<file path="config.mk">
export PLATFORM = sky130hd
export DESIGN_NAME = attr_host_port
export DESIGN_NICKNAME = d
export VERILOG_FILES = /design/src/rtl/attr_pkg.sv /design/src/rtl/attr_addr_decode.sv /design/src/rtl/attr_access_fsm.sv /design/src/rtl/attr_cfg_regs.sv /design/src/rtl/attr_cfg_ram.sv /design/src/rtl/attr_host_port.sv
export SDC_FILE = /design/constraint.sdc
export NUM_CORES = 2
export LEC_CHECK = 0
export BUFFER_PORTS_ARGS = -buffer_cell sky130_fd_sc_hd__buf_2
export CAP_MARGIN = 20
export CORE_MARGIN = 4
export CORE_UTILIZATION = 50
export CTS_BUF_LIST = sky130_fd_sc_hd__clkbuf_8 sky130_fd_sc_hd__clkbuf_16
export CTS_CLUSTER_DIAMETER = 150
export CTS_CLUSTER_SIZE = 20
export DETAILED_ROUTE_END_ITERATION = 16
export MAX_ROUTING_LAYER = met4
export PLACE_DENSITY = 0.68
export RECOVER_POWER = 25
export SYNTH_ARGS = -nofsm -noshare
export SYNTH_HDL_FRONTEND = slang
export SYNTH_SLANG_ARGS = --single-unit
</file>
<file path="constraint.sdc">
create_clock -name clk -period 4.6 [get_ports clk]
set_clock_uncertainty 0.2 [all_clocks]
set_input_delay 0.46 -clock clk [delete_from_list [all_inputs] [get_ports clk]]
set_output_delay 0.46 -clock clk [all_outputs]
set_load 0.005 [all_outputs]
</file>
<file path="src/rtl/attr_pkg.sv">
`timescale 1ns/1ps
package attr_pkg;

    // Access machine states
    typedef enum logic [1:0] {
        ST_IDLE  = 2'd0,
        ST_READ  = 2'd1,
        ST_WRITE = 2'd2
    } acc_state_t;

    // Target region addressed by the word index
    typedef enum logic [1:0] {
        RGN_NONE = 2'd0,
        RGN_RAM  = 2'd1,
        RGN_CFG  = 2'd2
    } region_t;

endpackage

</file>
<file path="src/rtl/attr_addr_decode.sv">
`timescale 1ns/1ps
module attr_addr_decode
    import attr_pkg::*;
#(
    parameter int ADDR_W    = 10,
    parameter int RAM_WORDS = 256,
    parameter int CFG_REGS  = 8
) (
    input  logic                          ce1_n,
    input  logic                          reg_n,
    input  logic [ADDR_W-1:0]             addr,
    input  logic                          strobe_act,
    output logic                          cen,
    output region_t                       region,
    output logic [$clog2(RAM_WORDS)-1:0]  ram_addr,
    output logic [$clog2(CFG_REGS)-1:0]   cfg_addr,
    output logic                          ram_sel,
    output logic [CFG_REGS-1:0]           reg_sel
);

    localparam int IDX_W  = ADDR_W - 1;
    localparam int RAM_AW = $clog2(RAM_WORDS);
    localparam int CFG_AW = $clog2(CFG_REGS);
    localparam logic [IDX_W-1:0] CFG_LO  = IDX_W'(RAM_WORDS);
    localparam logic [IDX_W-1:0] CFG_END = IDX_W'(RAM_WORDS + CFG_REGS);

    logic [IDX_W-1:0] idx;

    // Even addresses only: bit 0 is part of the qualification
    assign idx = addr[ADDR_W-1:1];
    assign cen = ~ce1_n & ~addr[0] & ~reg_n;

    always_comb begin
        if (idx < CFG_LO) begin
            region = RGN_RAM;
        end else if (idx < CFG_END) begin
            region = RGN_CFG;
        end else begin
            region = RGN_NONE;
        end
    end

    // The register block base is a multiple of the register count,
    // so the low index bits give the register number directly.
    assign ram_addr = idx[RAM_AW-1:0];
    assign cfg_addr = idx[CFG_AW-1:0];

    assign ram_sel = cen & strobe_act & (region == RGN_RAM);

    generate
        for (genvar k = 0; k < CFG_REGS; k++) begin : g_sel
            assign reg_sel[k] = cen & strobe_act & (region == RGN_CFG)
                              & (cfg_addr == CFG_AW'(k));
        end
    endgenerate

endmodule

</file>
<file path="src/rtl/attr_access_fsm.sv">
`timescale 1ns/1ps
module attr_access_fsm
    import attr_pkg::*;
(
    input  logic clk,
    input  logic rst_n,
    input  logic cen,
    input  logic oe_n,
    input  logic we_n,
    output logic rd_active,
    output logic wr_commit,
    output logic capture
);

    acc_state_t state_q;
    acc_state_t state_d;

    // State register
    always_ff @(posedge clk or negedge rst_n) begin
        if (!rst_n) begin
            state_q <= ST_IDLE;
        end else begin
            state_q <= state_d;
        end
    end

    // Next-state logic
    always_comb begin
        state_d = state_q;
        unique case (state_q)
            ST_IDLE, ST_READ: begin
                if (cen && !we_n) begin
                    state_d = ST_WRITE;          // write wins over read
                end else if (cen && !oe_n) begin
                    state_d = ST_READ;
                end else begin
                    state_d = ST_IDLE;
                end
            end
            ST_WRITE: begin
                if (we_n) begin
                    state_d = ST_IDLE;           // commit or late abort
                end else if (!cen) begin
                    state_d = ST_IDLE;           // abort
                end else begin
                    state_d = ST_WRITE;
                end
            end
            default: state_d = ST_IDLE;
        endcase
    end

    // Outputs
    always_comb begin
        rd_active = (state_q == ST_READ);
        wr_commit = (state_q == ST_WRITE) && we_n && cen;
        capture   = cen && !we_n;
    end


    write_wins_chk: assert property (@(posedge clk) disable iff (!rst_n)
        (cen && !we_n) |=> (state_q == ST_WRITE));


    commit_after_strobe_chk: assert property (@(posedge clk) disable iff (!rst_n)
        wr_commit |-> $past(cen && !we_n));


    abort_to_idle_chk: assert property (@(posedge clk) disable iff (!rst_n)
        (state_q == ST_WRITE && !we_n && !cen) |=> (state_q == ST_IDLE));

endmodule

</file>
<file path="src/rtl/attr_cfg_regs.sv">
`timescale 1ns/1ps
module attr_cfg_regs #(
    parameter int DATA_W   = 8,
    parameter int CFG_REGS = 8
) (
    input  logic                         clk,
    input  logic                         rst_n,
    input  logic                         wr_en,
    input  logic [$clog2(CFG_REGS)-1:0]  wr_addr,
    input  logic [DATA_W-1:0]            wr_data,
    input  logic [$clog2(CFG_REGS)-1:0]  rd_addr,
    output logic [DATA_W-1:0]            rd_data
);

    localparam int CFG_AW = $clog2(CFG_REGS);

    logic [DATA_W-1:0] bank [CFG_REGS];

    generate
        for (genvar k = 0; k < CFG_REGS; k++) begin : g_reg
            always_ff @(posedge clk or negedge rst_n) begin
                if (!rst_n) begin
                    bank[k] <= '0;
                end else if (wr_en && (wr_addr == CFG_AW'(k))) begin
                    bank[k] <= wr_data;
                end
            end


            cfg_hold_chk: assert property (@(posedge clk) disable iff (!rst_n)
                !(wr_en && (wr_addr == CFG_AW'(k))) |=> $stable(bank[k]));


            cfg_load_chk: assert property (@(posedge clk) disable iff (!rst_n)
                (wr_en && (wr_addr == CFG_AW'(k))) |=> (bank[k] == $past(wr_data)));
        end
    endgenerate

    assign rd_data = bank[rd_addr];

endmodule

</file>
<file path="src/rtl/attr_cfg_ram.sv">
`timescale 1ns/1ps
module attr_cfg_ram #(
    parameter int DATA_W    = 8,
    parameter int RAM_WORDS = 256
) (
    input  logic                          clk,
    input  logic                          wr_en,
    input  logic [$clog2(RAM_WORDS)-1:0]  wr_addr,
    input  logic [DATA_W-1:0]             wr_data,
    input  logic [$clog2(RAM_WORDS)-1:0]  rd_addr,
    output logic [DATA_W-1:0]             rd_data
);

    logic [DATA_W-1:0] mem [RAM_WORDS];

    always_ff @(posedge clk) begin
        if (wr_en) begin
            mem[wr_addr] <= wr_data;
        end
    end

    assign rd_data = mem[rd_addr];

endmodule

</file>
<file path="src/rtl/attr_host_port.sv">
`timescale 1ns/1ps
module attr_host_port
    import attr_pkg::*;
#(
    parameter int ADDR_W    = 10,
    parameter int DATA_W    = 8,
    parameter int RAM_WORDS = 256,
    parameter int CFG_REGS  = 8
) (
    input  logic                 clk,
    input  logic                 rst_n,
    input  logic                 host_ce1_n,
    input  logic                 host_reg_n,
    input  logic [ADDR_W-1:0]    host_a,
    input  logic                 host_oe_n,
    input  logic                 host_we_n,
    input  logic [DATA_W-1:0]    host_wdata,
    output logic [DATA_W-1:0]    host_rdata,
    output logic                 host_rdata_oe,
    output logic                 ram_sel,
    output logic [CFG_REGS-1:0]  reg_sel
);

    localparam int RAM_AW = $clog2(RAM_WORDS);
    localparam int CFG_AW = $clog2(CFG_REGS);

    logic              cen;
    logic              strobe_act;
    region_t           region;
    logic [RAM_AW-1:0] ram_addr;
    logic [CFG_AW-1:0] cfg_addr;
    logic              rd_active;
    logic              wr_commit;
    logic              capture;

    region_t           hold_region;
    logic [RAM_AW-1:0] hold_ram_addr;
    logic [CFG_AW-1:0] hold_cfg_addr;
    logic [DATA_W-1:0] hold_data;

    logic              ram_we;
    logic              cfg_we;
    logic [DATA_W-1:0] ram_rd;
    logic [DATA_W-1:0] cfg_rd;
    logic [DATA_W-1:0] rd_mux;
    logic [DATA_W-1:0] rdata_q;

    assign strobe_act = ~host_oe_n | ~host_we_n;

    attr_addr_decode #(
        .ADDR_W    (ADDR_W),
        .RAM_WORDS (RAM_WORDS),
        .CFG_REGS  (CFG_REGS)
    ) u_decode (
        .ce1_n      (host_ce1_n),
        .reg_n      (host_reg_n),
        .addr       (host_a),
        .strobe_act (strobe_act),
        .cen        (cen),
        .region     (region),
        .ram_addr   (ram_addr),
        .cfg_addr   (cfg_addr),
        .ram_sel    (ram_sel),
        .reg_sel    (reg_sel)
    );

    attr_access_fsm u_fsm (
        .clk       (clk),
        .rst_n     (rst_n),
        .cen       (cen),
        .oe_n      (host_oe_n),
        .we_n      (host_we_n),
        .rd_active (rd_active),
        .wr_commit (wr_commit),
        .capture   (capture)
    );

    // Address and data of the last cycle the write strobe was held low
    always_ff @(posedge clk or negedge rst_n) begin
        if (!rst_n) begin
            hold_region   <= RGN_NONE;
            hold_ram_addr <= '0;
            hold_cfg_addr <= '0;
            hold_data     <= '0;
        end else if (capture) begin
            hold_region   <= region;
            hold_ram_addr <= ram_addr;
            hold_cfg_addr <= cfg_addr;
            hold_data     <= host_wdata;
        end
    end

    assign ram_we = wr_commit && (hold_region == RGN_RAM);
    assign cfg_we = wr_commit && (hold_region == RGN_CFG);

    attr_cfg_ram #(
        .DATA_W    (DATA_W),
        .RAM_WORDS (RAM_WORDS)
    ) u_ram (
        .clk     (clk),
        .wr_en   (ram_we),
        .wr_addr (hold_ram_addr),
        .wr_data (hold_data),
        .rd_addr (ram_addr),
        .rd_data (ram_rd)
    );

    attr_cfg_regs #(
        .DATA_W   (DATA_W),
        .CFG_REGS (CFG_REGS)
    ) u_regs (
        .clk     (clk),
        .rst_n   (rst_n),
        .wr_en   (cfg_we),
        .wr_addr (hold_cfg_addr),
        .wr_data (hold_data),
        .rd_addr (cfg_addr),
        .rd_data (cfg_rd)
    );

    always_comb begin
        unique case (region)
            RGN_RAM: rd_mux = ram_rd;
            RGN_CFG: rd_mux = cfg_rd;
            default: rd_mux = '0;
        endcase
    end

    // Registered read data, loaded only for a qualified read
    always_ff @(posedge clk or negedge rst_n) begin
        if (!rst_n) begin
            rdata_q <= '0;
        end else if (cen && !host_oe_n && host_we_n) begin
            rdata_q <= rd_mux;
        end else begin
            rdata_q <= '0;
        end
    end

    assign host_rdata_oe = rd_active;
    assign host_rdata    = rd_active ? rdata_q : '0;


    gated_sel_chk: assert property (@(posedge clk) disable iff (!rst_n)
        (host_ce1_n || host_a[0] || host_reg_n) |-> (!ram_sel && (reg_sel == '0)));


    one_target_chk: assert property (@(posedge clk) disable iff (!rst_n)
        $onehot0({ram_sel, reg_sel}));


    read_follows_oe_chk: assert property (@(posedge clk) disable iff (!rst_n)
        host_rdata_oe |-> $past(cen && !host_oe_n && host_we_n));


    empty_index_zero_chk: assert property (@(posedge clk) disable iff (!rst_n)
        (host_rdata_oe && $past(region == RGN_NONE)) |-> (host_rdata == '0));

endmodule

</file>
==> summary by stage <==
Pwr
The total power consumption of the routed design is 36.0 mW. The worst vdd rail ir drop is between 300 and 400 uV. The reported leakage power is 29.6 nW. The areal power density over the cells is ~390 mW/mm^2.

Cells and area
The signed area change from the synthesized netlist to the final layout is 10.2%. Leaving out fill and tap cells, the most frequent cells in the layout are sky130_fd_sc_hd__edfxtp_1, sky130_fd_sc_hd__mux4_2, sky130_fd_sc_hd__buf_4, sky130_fd_sc_hd__nor2_1, sky130_fd_sc_hd__nand2_1. Cells with a size suffix above 1 make up 27.4% of the layout. The final net count is 4318. Counting the fill cells in the layout gives 12300. The library cell used most frequently in the layout, excluding fill and tap cells, is sky130_fd_sc_hd__edfxtp_1.

Logic synthesis
For this run, the number of Yosys warnings is 0. The number of nets handed over by synthesis was ~4000. Sorting the synthesized cells by area gives the leading types as sky130_fd_sc_hd__edfxtp_1, sky130_fd_sc_hd__mux4_2, sky130_fd_sc_hd__dfrtp_1, sky130_fd_sc_hd__mux2i_1, sky130_fd_sc_hd__nor2_1.

In the synthesized netlist the dominant register cell turns out to be sky130_fd_sc_hd__edfxtp_1. In this run, synthesis inferred 2048 flip-flops with an integrated enable. For this run, asynchronously set or reset flops after synthesis account for 4.30%.

The gate count after technology mapping is 3956. The number of distinct library cell variants in the gate-level netlist after synthesis is 63. The total of flip-flops plus latches after synthesis is between 2000 and 2500. The post-synthesis sequential area ratio is 76.3%.

Summing every instance area after synthesis gives 0.0836 sq mm. A synthesized cell averages around 21 sq um. The biggest area contributor in the post-synthesis netlist is sky130_fd_sc_hd__edfxtp_1. The top cell type's share of synthesized area is 73.6%.

Place
The congestion estimate from routability-driven global placement came to 0.970. Input and output buffers added on the ports amount to 41. The HPWL after detailed placement is 139 mm.

CTS
The worst-case clock buffer depth is 3. The clock reaches the later pin of the worst-skew pair after 0.79 ns. The number of setup buffers added after CTS is 0. Clock-pin slew was measured on the worst setup and hold paths at approximately 0.1 ns. The number of buffers created by CTS is 116. The number of sinks driven by the clock tree is 2140. The root buffer cell is sky130_fd_sc_hd__clkbuf_16. The CTS tree is built.

The number of levels the H-tree was split into is 3. The cts-stage hold buffer count is 16. Post-CTS repair changed the size of 0 cells.

Worst setup path
The count of buffer and inverter cells on the critical path is 3. In this run the worst path has a maximum fanout of 16. The worst-path cell with the longest stage delay is sky130_fd_sc_hd__nor3b_1.

STA classifies the critical path endpoint as a register. On the worst path, the slowest cell contributes a delay of 0.89 ns. At the worst endpoint, the arrival time is 4.27 ns. On the critical path the largest part of the delay comes from simple AND/OR/NAND/NOR gates. Data on the critical path is required at its endpoint by between 4 and 5 ns. The critical path goes through dlygate4sd3_1 > clkbuf_1 > nand2_1 > nor3_1 > nand3b_1 > nor3b_1 > nand2_1 > nor2_1 > buf_4. The type of origin of the critical path is a primary input. The most repeated library cell on the critical path is sky130_fd_sc_hd__nand2_1. The worst setup path is of the in -> reg kind.

STA
For the pin with the worst max-slew slack, the measured transition is ~3.5 ns. Headroom to the max-slew limit came out at -134%. The hold violation total from the final report was 0. Timing would allow up to 248 MHz. The number of max-slew violations in the final report is 864. The final setup TNS is 0 ns.

The part of the cycle the worst path needs is just under 90%. The time the worst path needs with I/O delays and setup is between 4 and 5 ns. The total setup violations reported at the end of the flow is 0. Setup repair after global routing left no endpoint under its margin.

Die
After floorplanning, the core was sized to cover 0.166 sq mm. The area of the die is 0.174 sq mm. The horizontal die dimension is 417 microns.

Row generation in the floorplan step produced 149 rows. The height of the die is 417 microns. Once the floorplan was initialized, standard cells occupied between 50% and 60% of the core. The number of I/O pins is 42.

Detailed routing
After detailed routing, the number of vias per cell comes to roughly 6.5. The DRC violation total after the first TritonRoute iteration is 6281. The detailed-route via count is 42300. The routed wire length is 217 mm. The count of antenna-violating nets left after detailed routing is 0. The first-pass iteration count of the detailed router is 8.

After detailed routing, the average wire length per cell comes to 33.2 microns. In the routed design, unresolved DRC markers number 0.

Global route
The first-pass GRT wire length is 311 mm. Entering global routing, the biggest net connects 193 pins. Global routing used between 20% and 30% of the available tracks across all layers. The final global-route overflow total is 0. The number of global-route vias before repair is 41600. The initial antenna violation count is 9.

Run status
The checks that failed: capacitance limit, slew limit. The flow ran to the end, but the final reports show violations.

Worst hold path
The class of the tightest hold or removal check is in -> reg.

Run
The tool flagged a number of max-cap violations equal to 10.
## flip-flops by register name, summed over array words and instances (netlist names)
register / count
u_ram.mem: 2048
u_regs.bank: 64
hold_data: 8
hold_ram_addr: 8
rdata_q: 8
hold_region: 2
u_fsm.state_q: 2
## worst paths after layout
check	from	to	slack [ns]	cells after the start
min in group asynchronous	rst_n	hold_data[1]$_DFFE_PN0P_	0.11	2
min	host_ce1_n	hold_ram_addr[3]$_DFFE_PN0P_	0.09	5
max reg2reg	u_fsm.state_q[1]$_DFF_PN0_	u_ram.mem[100][7]$_DFFE_PP_	0.73	7
max	host_we_n	u_ram.mem[100][7]$_DFFE_PP_	0.57	9
min reg2reg	u_regs.bank[41]$_DFFE_PN0P_	u_regs.bank[41]$_DFFE_PN0P_	0.30	1
max in group asynchronous	rst_n	hold_data[7]$_DFFE_PN0P_	1.45	3
## report_power, final
group / switching [mW] / leakage [nW] / internal [mW]
Sequential: 0.302 / 19.9 / 22.2
Combinational: 2.12 / 8.09 / 0.803
Clock: 5.91 / 1.68 / 4.59
## cell type report
cell class                      instances  area [sq um]  share of cell area, %
Tap cell                             2189          2740                   2.97
Sequential cell                      2140         63800                   69.3
Multi-Input combinational cell       1587         18600                   20.2
Timing Repair Buffer                  445          3750                   4.07
Inverter                                4          15.0                 0.0163
Clock buffer                          118          2950                   3.21
Antenna cell                           11          27.5                 0.0299
Clock inverter                         42           201                  0.219
## Yosys cell counts, types with 19 or more instances
cell	count
sky130_fd_sc_hd__mux4_2	532
sky130_fd_sc_hd__buf_6	19
sky130_fd_sc_hd__edfxtp_1	2048
sky130_fd_sc_hd__a21oi_1	41
sky130_fd_sc_hd__o22ai_1	37
sky130_fd_sc_hd__nor2b_1	20
sky130_fd_sc_hd__mux2i_1	122
sky130_fd_sc_hd__buf_4	39
sky130_fd_sc_hd__o21ai_0	38
sky130_fd_sc_hd__dfrtp_1	92
sky130_fd_sc_hd__a22oi_1	56
sky130_fd_sc_hd__buf_1	20
sky130_fd_sc_hd__nor2_1	314
sky130_fd_sc_hd__clkbuf_1	85
sky130_fd_sc_hd__nand3_1	24
sky130_fd_sc_hd__nand2_1	126
sky130_fd_sc_hd__nor3_1	21
sky130_fd_sc_hd__buf_2	62
sky130_fd_sc_hd__mux2_2	90
## layer usage
metal	global-route usage, %	vias to the layer above	routed length, microns
met5	-	-	0
met4	10.6	0	10800
met3	5.53	505	22900
met2	38.5	2531	102000
met1	35.1	22300	81200
li1	-	17000	-
## worst min-delay path, delay by kind of cell
family / cells / cell delay [ns]
and+or+nand+nor: 4 / 0.50
buffers and inverters: 1 / 0.08
## stage by stage
step | setup WS, ns | hold slack [ns] | std cells | area, sq um | util [%]
after CTS | 1.04 | 0.00791 | 6524 | 92100 | 55.6
after floorplan | 0.306 | -0.0356 | 3956 | 83600 | -
final | 0.572 | 0.0865 | 6536 | 92100 | 55.6
after global placement | 0.311 | 0.267 | 6348 | 88800 | 53.6
after global routing | 0.527 | 0.0640 | 6535 | 92100 | 55.6
after detailed placement | 0.380 | 0.272 | 6348 | 88800 | 53.6
## kinds of logic (layout without fill, tap and decap cells)
logic type | after synthesis | after routing | synth area share, %
and+or+nand+nor | 581 | 581 | 3.02
DFF | 2140 | 2140 | 76.3
muxes | 745 | 745 | 17.0
other | 0 | 11 | 0
AOI/OAI and AO/OA | 261 | 261 | 2.14
buffers and inverters | 229 | 609 | 1.47
(Power assumes the default switching activity.)
